$ cat src/rtl/bmdma_pkg.sv
package bmdma_pkg;
    localparam int ADDR_W  = 3;
    localparam int DATA_W  = 8;
    localparam int NUM_DRV = 2;
    localparam int PH_W    = 2;

    localparam logic [ADDR_W-1:0] OFS_CMD  = 3'd0;
    localparam logic [ADDR_W-1:0] OFS_STAT = 3'd2;
    localparam logic [ADDR_W-1:0] OFS_TBL  = 3'd4;

    localparam int CMD_GO  = 0;
    localparam int CMD_DIR = 3;

    localparam int ST_ACT  = 0;
    localparam int ST_ERR  = 1;
    localparam int ST_INT  = 2;
    localparam int ST_PH0  = 3;
    localparam int ST_CAP0 = ST_PH0 + PH_W;

    typedef struct packed {
        logic [NUM_DRV-1:0] cap;
        logic [PH_W-1:0]    ph;
        logic               intr;
        logic               err;
        logic               act;
    } stat_t;
endpackage

$ cat src/rtl/bmdma_cmd_reg.sv
module bmdma_cmd_reg
    import bmdma_pkg::*;
(
    input  logic              clk,
    input  logic              rst_n,
    input  logic              wr_en,
    input  logic [ADDR_W-1:0] addr,
    input  logic [DATA_W-1:0] wdata,
    output logic              go,
    output logic              dir,
    output logic [DATA_W-1:0] rd_byte
);
    typedef struct packed {
        logic go;
        logic dir;
    } cmd_t;

    cmd_t cmd_d, cmd_q;
    logic hit;

    assign hit = wr_en && (addr == OFS_CMD);

    always_comb begin
        cmd_d = cmd_q;
        if (hit) begin
            cmd_d.go  = wdata[CMD_GO];
            cmd_d.dir = wdata[CMD_DIR];
        end
    end

    always_ff @(posedge clk or negedge rst_n) begin
        if (!rst_n) cmd_q <= '0;
        else        cmd_q <= cmd_d;
    end

    always_comb begin
        rd_byte = '0;
        if (addr == OFS_CMD) begin
            rd_byte[CMD_GO]  = cmd_q.go;
            rd_byte[CMD_DIR] = cmd_q.dir;
        end
    end

    assign go  = cmd_q.go;
    assign dir = cmd_q.dir;

    p_go_hold_r5: assert property (@(posedge clk) disable iff (!rst_n)
        !hit |=> $stable(go));
    p_dir_load_r6: assert property (@(posedge clk) disable iff (!rst_n)
        hit |=> (dir == $past(wdata[CMD_DIR])));
endmodule

$ cat src/rtl/bmdma_stat_reg.sv
module bmdma_stat_reg
    import bmdma_pkg::*;
(
    input  logic              clk,
    input  logic              rst_n,
    input  logic              wr_en,
    input  logic [ADDR_W-1:0] addr,
    input  logic [DATA_W-1:0] wdata,
    input  logic              ev_done,
    input  logic              ev_err,
    input  logic              ev_active,
    input  logic [PH_W-1:0]   ev_phase,
    output stat_t             st,
    output logic [DATA_W-1:0] rd_byte
);
    stat_t st_d, st_q;
    logic  hit;

    assign hit = wr_en && (addr == OFS_STAT);

    always_comb begin
        st_d     = st_q;
        st_d.act = ev_active;
        st_d.ph  = ev_phase;
        if (hit) begin
            for (int i = 0; i < NUM_DRV; i++) begin
                st_d.cap[i] = wdata[ST_CAP0 + i];
            end
            if (wdata[ST_INT]) st_d.intr = 1'b0;
            if (wdata[ST_ERR]) st_d.err  = 1'b0;
        end
        if (ev_done) st_d.intr = 1'b1;
        if (ev_err)  st_d.err  = 1'b1;
    end

    always_ff @(posedge clk or negedge rst_n) begin
        if (!rst_n) st_q <= '0;
        else        st_q <= st_d;
    end

    always_comb begin
        rd_byte = '0;
        if (addr == OFS_STAT) begin
            rd_byte[ST_ACT] = st_q.act;
            rd_byte[ST_ERR] = st_q.err;
            rd_byte[ST_INT] = st_q.intr;
            for (int i = 0; i < PH_W; i++) begin
                rd_byte[ST_PH0 + i] = st_q.ph[i];
            end
            for (int i = 0; i < NUM_DRV; i++) begin
                rd_byte[ST_CAP0 + i] = st_q.cap[i];
            end
        end
    end

    assign st = st_q;

    p_set_wins_r3: assert property (@(posedge clk) disable iff (!rst_n)
        ev_done |=> st_q.intr);
    p_err_set_r3: assert property (@(posedge clk) disable iff (!rst_n)
        ev_err |=> st_q.err);
    p_intr_sticky_r3: assert property (@(posedge clk) disable iff (!rst_n)
        (st_q.intr && !(hit && wdata[ST_INT])) |=> st_q.intr);
    p_intr_clear_r3: assert property (@(posedge clk) disable iff (!rst_n)
        (hit && wdata[ST_INT] && !ev_done) |=> !st_q.intr);
    p_cap_hold_r2: assert property (@(posedge clk) disable iff (!rst_n)
        !hit |=> $stable(st_q.cap));
    p_act_hi_r7: assert property (@(posedge clk) disable iff (!rst_n)
        ev_active |=> st_q.act);
    p_act_lo_r7: assert property (@(posedge clk) disable iff (!rst_n)
        !ev_active |=> !st_q.act);
endmodule

$ cat src/rtl/bmdma_tbl_reg.sv
module bmdma_tbl_reg
    import bmdma_pkg::*;
#(
    parameter int PTR_BYTES = 4
) (
    input  logic                        clk,
    input  logic                        rst_n,
    input  logic                        wr_en,
    input  logic [ADDR_W-1:0]           addr,
    input  logic [DATA_W-1:0]           wdata,
    output logic [PTR_BYTES*DATA_W-1:0] base,
    output logic [DATA_W-1:0]           rd_byte
);
    localparam int PTR_W = PTR_BYTES * DATA_W;

    logic [PTR_W-1:0]     base_d, base_q;
    logic [PTR_BYTES-1:0] sel;

    for (genvar g = 0; g < PTR_BYTES; g++) begin : g_lane
        assign sel[g] = (addr == OFS_TBL + ADDR_W'(g));
    end

    always_comb begin
        base_d = base_q;
        for (int i = 0; i < PTR_BYTES; i++) begin
            if (wr_en && sel[i]) base_d[i*DATA_W +: DATA_W] = wdata;
        end
    end

    always_ff @(posedge clk or negedge rst_n) begin
        if (!rst_n) base_q <= '0;
        else        base_q <= base_d;
    end

    always_comb begin
        rd_byte = '0;
        for (int i = 0; i < PTR_BYTES; i++) begin
            if (sel[i]) rd_byte = base_q[i*DATA_W +: DATA_W];
        end
    end

    assign base = base_q;

    p_tbl_hold_r10: assert property (@(posedge clk) disable iff (!rst_n)
        !(wr_en && (|sel)) |=> $stable(base));
endmodule

$ cat src/rtl/bmdma_regs.sv
module bmdma_regs
    import bmdma_pkg::*;
#(
    parameter int PTR_BYTES = 4
) (
    input  logic                        clk,
    input  logic                        rst_n,
    input  logic                        bus_wr,
    input  logic [ADDR_W-1:0]           bus_addr,
    input  logic [DATA_W-1:0]           bus_wdata,
    output logic [DATA_W-1:0]           bus_rdata,
    input  logic                        eng_done,
    input  logic                        eng_err,
    input  logic                        eng_active,
    input  logic [PH_W-1:0]             eng_phase,
    output logic                        xfer_go,
    output logic                        xfer_to_mem,
    output logic [PTR_BYTES*DATA_W-1:0] tbl_base,
    output logic                        irq,
    output logic                        xfer_ok,
    output logic                        defer_timeout
);
    stat_t             st;
    logic [DATA_W-1:0] cmd_rd, stat_rd, tbl_rd;

    bmdma_cmd_reg i_cmd (
        .clk     (clk),
        .rst_n   (rst_n),
        .wr_en   (bus_wr),
        .addr    (bus_addr),
        .wdata   (bus_wdata),
        .go      (xfer_go),
        .dir     (xfer_to_mem),
        .rd_byte (cmd_rd)
    );

    bmdma_stat_reg i_stat (
        .clk       (clk),
        .rst_n     (rst_n),
        .wr_en     (bus_wr),
        .addr      (bus_addr),
        .wdata     (bus_wdata),
        .ev_done   (eng_done),
        .ev_err    (eng_err),
        .ev_active (eng_active),
        .ev_phase  (eng_phase),
        .st        (st),
        .rd_byte   (stat_rd)
    );

    bmdma_tbl_reg #(.PTR_BYTES(PTR_BYTES)) i_tbl (
        .clk     (clk),
        .rst_n   (rst_n),
        .wr_en   (bus_wr),
        .addr    (bus_addr),
        .wdata   (bus_wdata),
        .base    (tbl_base),
        .rd_byte (tbl_rd)
    );

    assign bus_rdata     = cmd_rd | stat_rd | tbl_rd;
    assign irq           = st.intr;
    assign xfer_ok       = st.intr && !st.err && !st.act;
    assign defer_timeout = &st.ph;

    p_irq_follows_done_r11: assert property (@(posedge clk) disable iff (!rst_n)
        eng_done |=> irq);
    p_ok_needs_intr_r8: assert property (@(posedge clk) disable iff (!rst_n)
        eng_err |=> !xfer_ok);
    p_unused_zero_r12: assert property (@(posedge clk) disable iff (!rst_n)
        (bus_addr == 3'd1 || bus_addr == 3'd3) |-> (bus_rdata == '0));
endmodule

$ cat config.mk
export PLATFORM = sky130hd
export DESIGN_NAME = bmdma_regs
export DESIGN_NICKNAME = d
export VERILOG_FILES = /design/src/rtl/bmdma_pkg.sv /design/src/rtl/bmdma_cmd_reg.sv /design/src/rtl/bmdma_stat_reg.sv /design/src/rtl/bmdma_tbl_reg.sv /design/src/rtl/bmdma_regs.sv
export SDC_FILE = /design/constraint.sdc
export NUM_CORES = 1
export LEC_CHECK = 0
export ABC_AREA = 1
export BUFFER_PORTS_ARGS = -buffer_cell sky130_fd_sc_hd__buf_4
export CORE_ASPECT_RATIO = 2
export CORE_MARGIN = 1.5
export CORE_UTILIZATION = 29
export CTS_CLUSTER_SIZE = 16
export DETAILED_ROUTE_END_ITERATION = 7
export PLACE_DENSITY_LB_ADDON = 0.1
export SKIP_LAST_GASP = 1
export SLEW_MARGIN = 5
export SYNTH_ARGS = -nofsm -noshare
export SYNTH_HDL_FRONTEND = slang
export SYNTH_SLANG_ARGS = --single-unit
$ cat constraint.sdc
create_clock -name clk -period 1.61 [get_ports clk]
set_clock_uncertainty 0.15 [all_clocks]
set_input_delay 0.2415 -clock clk [delete_from_list [all_inputs] [get_ports clk]]
set_output_delay 0.2415 -clock clk [all_outputs]
set_load 0.05 [all_outputs]
### Word-level counts from Yosys, hierarchy flattened

Index checks and enable logic that the tools add are counted.

| word-level totals | value |
|---|---|
| memories | 0 |
| register bits | 41 |
| memory bits (writable) | 0 |
| word-level logic and storage cells | 48 |
| input port bits | 19 |
| bits in read-only memories | 0 |
| bits in latches | 0 |
| output and inout port bits | 45 |

| operators by class | value |
|---|---|
| $add $sub $neg | 0 |
| shift-type cells | 0 |
| multipliers | 0 |
| equality and inequality tests | 5 |
| $lt $le $gt $ge | 0 |
| multiplexer cells | 12 |
| bitwise logic cells | 2 |
| reductions and logical operators | 18 |
| div/mod/pow operators | 0 |

Operator list:

| operator | number |
|---|---|
| $mux W8 | 4 |
| $eq A3 B3 Y1 const B | 4 |
| $logic_and A1 B1 Y1 | 8 |
| $or A7 B8 Y8 | 1 |
| $reduce_bool A2 Y1 | 4 |
| $mux W7 | 1 |
| $or A4 B7 Y7 | 1 |
| $mux W1 | 6 |
| $reduce_and A2 Y1 | 3 |
| $eq A3 B2 Y1 const B | 1 |
| $logic_not A3 Y1 | 1 |
| $logic_not A1 Y1 | 2 |
| $mux W2 | 1 |

### Logic depth before layout (Yosys ltp)

| depth | value |
|---|---|
| word-level depth | 6 |
| mapped depth | 7 |

### Hierarchy

A second synthesis with hierarchy kept.

| unflattened totals | value |
|---|---|
| cell total of the unflattened synthesis | 260 |
| area, all modules | 2215.9 um^2 |

Modules (own cells, without submodules):

| module | seq. area each (um^2) | cells an instance | area each (um^2) | instances |
|---|---|---|---|---|
| bmdma_tbl_reg | 800.8 | 165 | 1606.5 | 1 |
| bmdma_stat_reg | 175.2 | 43 | 332.8 | 1 |
| bmdma_cmd_reg | 50.0 | 23 | 165.2 | 1 |
| bmdma_regs | 0.0 | 29 | 111.4 | 1 |

### Worst setup path after synthesis

OpenSTA, ideal clock, no wires.

| path | value |
|---|---|
| kind | flip-flop to output port |
| start | reg i_stat.st_q (netlist bit i_stat.st[2]) |
| end | out xfer_ok |
| cell stages (with the launch flop) | 2 |
| path buffers | 0 |
| arrival | 1860 ps |
| setup slack | -642 ps |
| path through | dfrtp_1 nor3b_1 |

| between the ends | value |
|---|---|
| word-level cells in the longest chain between the ends | 2 |

RTL lines:

| element | RTL line | text |
|---|---|---|
| from (decl) | bmdma_stat_reg.sv:16 | `stat_t st_d, st_q;` |
| from (signal assigned) | bmdma_stat_reg.sv:38 | `else st_q <= st_d;` |
| $logic_and A1 B1 Y1 (2 in series) | bmdma_regs.sv:63 | `assign xfer_ok = st.intr && !st.err && !st.act;` |
| to (decl) | bmdma_regs.sv:20 | `output logic xfer_ok,` |

Every way passes these cells.

### Worst setup path in the final report

| path | value |
|---|---|
| start | reg i_stat.st_q (netlist bit i_stat.st[1]) |
| end | out xfer_ok |

| between the ends | value |
|---|---|
| word-level cells in the longest chain between the ends | 3 |

RTL lines:

| element | RTL line |
|---|---|
| $logic_not A1 Y1 | bmdma_regs.sv:63 |
| $logic_and A1 B1 Y1 (2 in series) | bmdma_regs.sv:63 |

Every way passes these cells.

==> impl_metrics.ini <==
[die]
die_h_um = 122
coreArea_mm2 = 0.00689
io_pins = 64
die_area_mm2 = 0.00758
fp.dieW_um = 62.3
fp-row-count = 43
start_util_pct = 29.6

[worst_setup_path]
worst_path_most_repeated_cell = buf_4
slowest_stage = dfrtp_1
crit_chain = buf_4 > nor3b_4 > buf_4
critPathMaxFanout = 3
cp_num_buf_inv = 2
crit_arrival_ps = 1200
worstSetupStartpointType = flop
cp_data_required_time_ps = 1220
crit_family = flip-flops
critPathKind = reg2out
cp_slowest_stage_delay_ps = 400
endpoint_kind = output port

[synthesis]
synthTopCellsByArea = dfrtp_1 50%, nand2_1 17%, o21ai_0 7.1%, nand3_1 6.6%, inv_1 4.6%
ys_ff_latch = 41
synthDominantCellAreaShare_pct = 50.3
synth.avg_cell_area_um2 = 7.67
syn_nets = 285
yosysWarnings = 0
synth_area_leader_cell = dfrtp_1
yosysSeqAreaShare_pct = 50.3
yosysUniqueCellTypes = 16
syn-cell-area_mm2 = 0.00204
syn-instance-count = 266

[cts]
clk_pin_slew_ps = 60
numClockSinks = 41
cts_tree = built
clock_latency_ps = 280
h-tree-depth = 2
numCtsBuffers = 5
cts-root-buf = clkbuf_16
clockBufferDepth = 2

[timing]
fmax_ghz = 0.628
rsz0062_at_grt = true
hold_violations = 0
drv_slew = 0
final-setup-viol-count = 0
finalCriticalPeriod_ps = 1590
tightest_slew_ps = 538
max_slew_margin_pct = 64.1
fin_crit_sh_pct = 98.9

[grt]
grt_antenna_before_repair = 0
grt_pass1_vias = 1970
grt_pass1_wl_mm = 10.1
gr-usage-all-layers_pct = 17.9
grt_start_max_net_pins = 42
grt-ovfl-total = 0

[power_and_ir_drop]
power_density_mw_per_mm2 = 1260
ir_drop_mv = 0.734
p_leak_nw = 1.61

[route]
vias = 2023
drc = 0
routedWlPerCell_um = 14.3
viasPerCell = 4.50
dr.pass1.iters = 4
ant_nets = 0
drtIter0Drc = 36
totalWireLength_mm = 6.43

[layout]
final_area_mm2 = 0.00307
utilization_pct = 44.5
insertedDiodeCount = 0
drive_above_1_share_pct = 32.2
most-common-layout-cells = 88 x nand2_1, 84 x buf_4, 41 x dfrtp_1
final.fill_count = 752
multiInputGateArea_um2 = 892
area_growth_pct = 50.3
fin_nets = 379
final_common_cell = nand2_1
regArea_mm2 = 0.00103

[placement]
dp_hpwl_mm = 4.83
portBuffers = 63
placed_area_mm2 = 0.00274
gp_congestion = 0.806

[outcome]
outcome = finished, final reports clean

[hold_path]
min-delay-path-class = in2reg

[job]
maxCapViolations = 0
==> where the power goes <==
part	leakage [nW]	internal [mW]	total, mW	switching (mW)
logic	1.04	0.481	1.54	1.06
clock network	0.0700	0.609	0.995	0.387
registers	0.501	1.21	1.34	0.131
total	1.61	2.30	3.88	1.58
==> path summary, 6_finish.rpt <==
check	end	slack [ps]	from	cells after the start
min in group asynchronous	i_tbl.base[23]$_DFFE_PN0P_	320	rst_n	2
worst min register to register	i_stat.st[5]$_DFFE_PN0P_	350	i_stat.st[5]$_DFFE_PN0P_	2
max in group asynchronous	i_stat.st[0]$_DFF_PN0_	600	rst_n	2
worst min-delay path	i_tbl.base[3]$_DFFE_PN0P_	50	bus_wdata[3]	3
worst max register to register	i_tbl.base[30]$_DFFE_PN0P_	670	i_tbl.base[30]$_DFFE_PN0P_	3
worst max-delay path	xfer_ok	20	i_stat.st[1]$_DFFE_PN0P_	3
==> what timing repair did <==
item	CTS	global route
hold buffers	6	0
resized for setup	2	11
pin swaps	1	17
endpoints found under the hold margin	46	0
endpoints found under the setup margin	2	8
setup buffers	4	7
==> cell families after synthesis <==
| kind of cell | share of synthesized area, % |
|---|---|
| AO/OA/AOI/OAI | 7.36 |
| AND/OR/NAND/NOR | 34.3 |
| flip-flops | 50.3 |
| buffers and inverters | 8.03 |
==> routing by layer <==
layer / global-route usage [%] / wire (µm) / part of all wire [%]
met1: 19.6 / 2570 / 40
met2: 32.4 / 3470 / 54
met3: 3.51 / 233 / 3.6
met4: 9.31 / 152 / 2.4
met5: 0 / 0 / 0
==> tightest hold or removal path, stage by stage <==
cell and delay [ps]:
buf_4 100, nand2_1 50, nand2_1 50
==> state kept, by name, summed over array words and instances (netlist names) <==
register / flops
i_cmd.dir: 1
i_cmd.go: 1
i_stat.st: 7
i_tbl.base: 32
==> final cells by class <==
type / count / share of cell area (%)
Inverter: 25 / 3.06
Clock buffer: 7 / 4.65
Multi-Input combinational cell: 188 / 29.1
Timing Repair Buffer: 99 / 26.1
Sequential cell: 41 / 33.4
Tap cell: 90 / 3.67
==> through the flow <==
| stage | cells | total power [mW] | setup WS (ps) | TNS [ps] | hold WS (ps) |
|---|---|---|---|---|---|
| 5_1_grt | 450 | 4.07 | -49.8 | -164 | 47.1 |
| 2_1_floorplan | 266 | 2.30 | 0.107 | 0 | -204 |
| 3_3_place_gp | 426 | 2.82 | 25.7 | 0 | 117 |
| 3_5_place_dp | 426 | 2.82 | 30.9 | 0 | 117 |
| 4_1_cts | 443 | 3.86 | -2.57 | -2.57 | 40.9 |
| 6_report | 450 | 3.88 | 17.4 | 0 | 45.7 |
==> synth_stat cells <==
cell type	n
nand2_1	92
o21ai_0	29
nand3_2	1
nor2_2	4
inv_1	25
dfrtp_1	41
nor2_1	20
buf_4	5
nor2_4	2
clkbuf_1	2
a21oi_1	1
nand3_4	1
nand3_1	27
buf_2	5
nand4_1	10
nor3b_1	1
No activity file was read; power rests on OpenSTA's default activity.
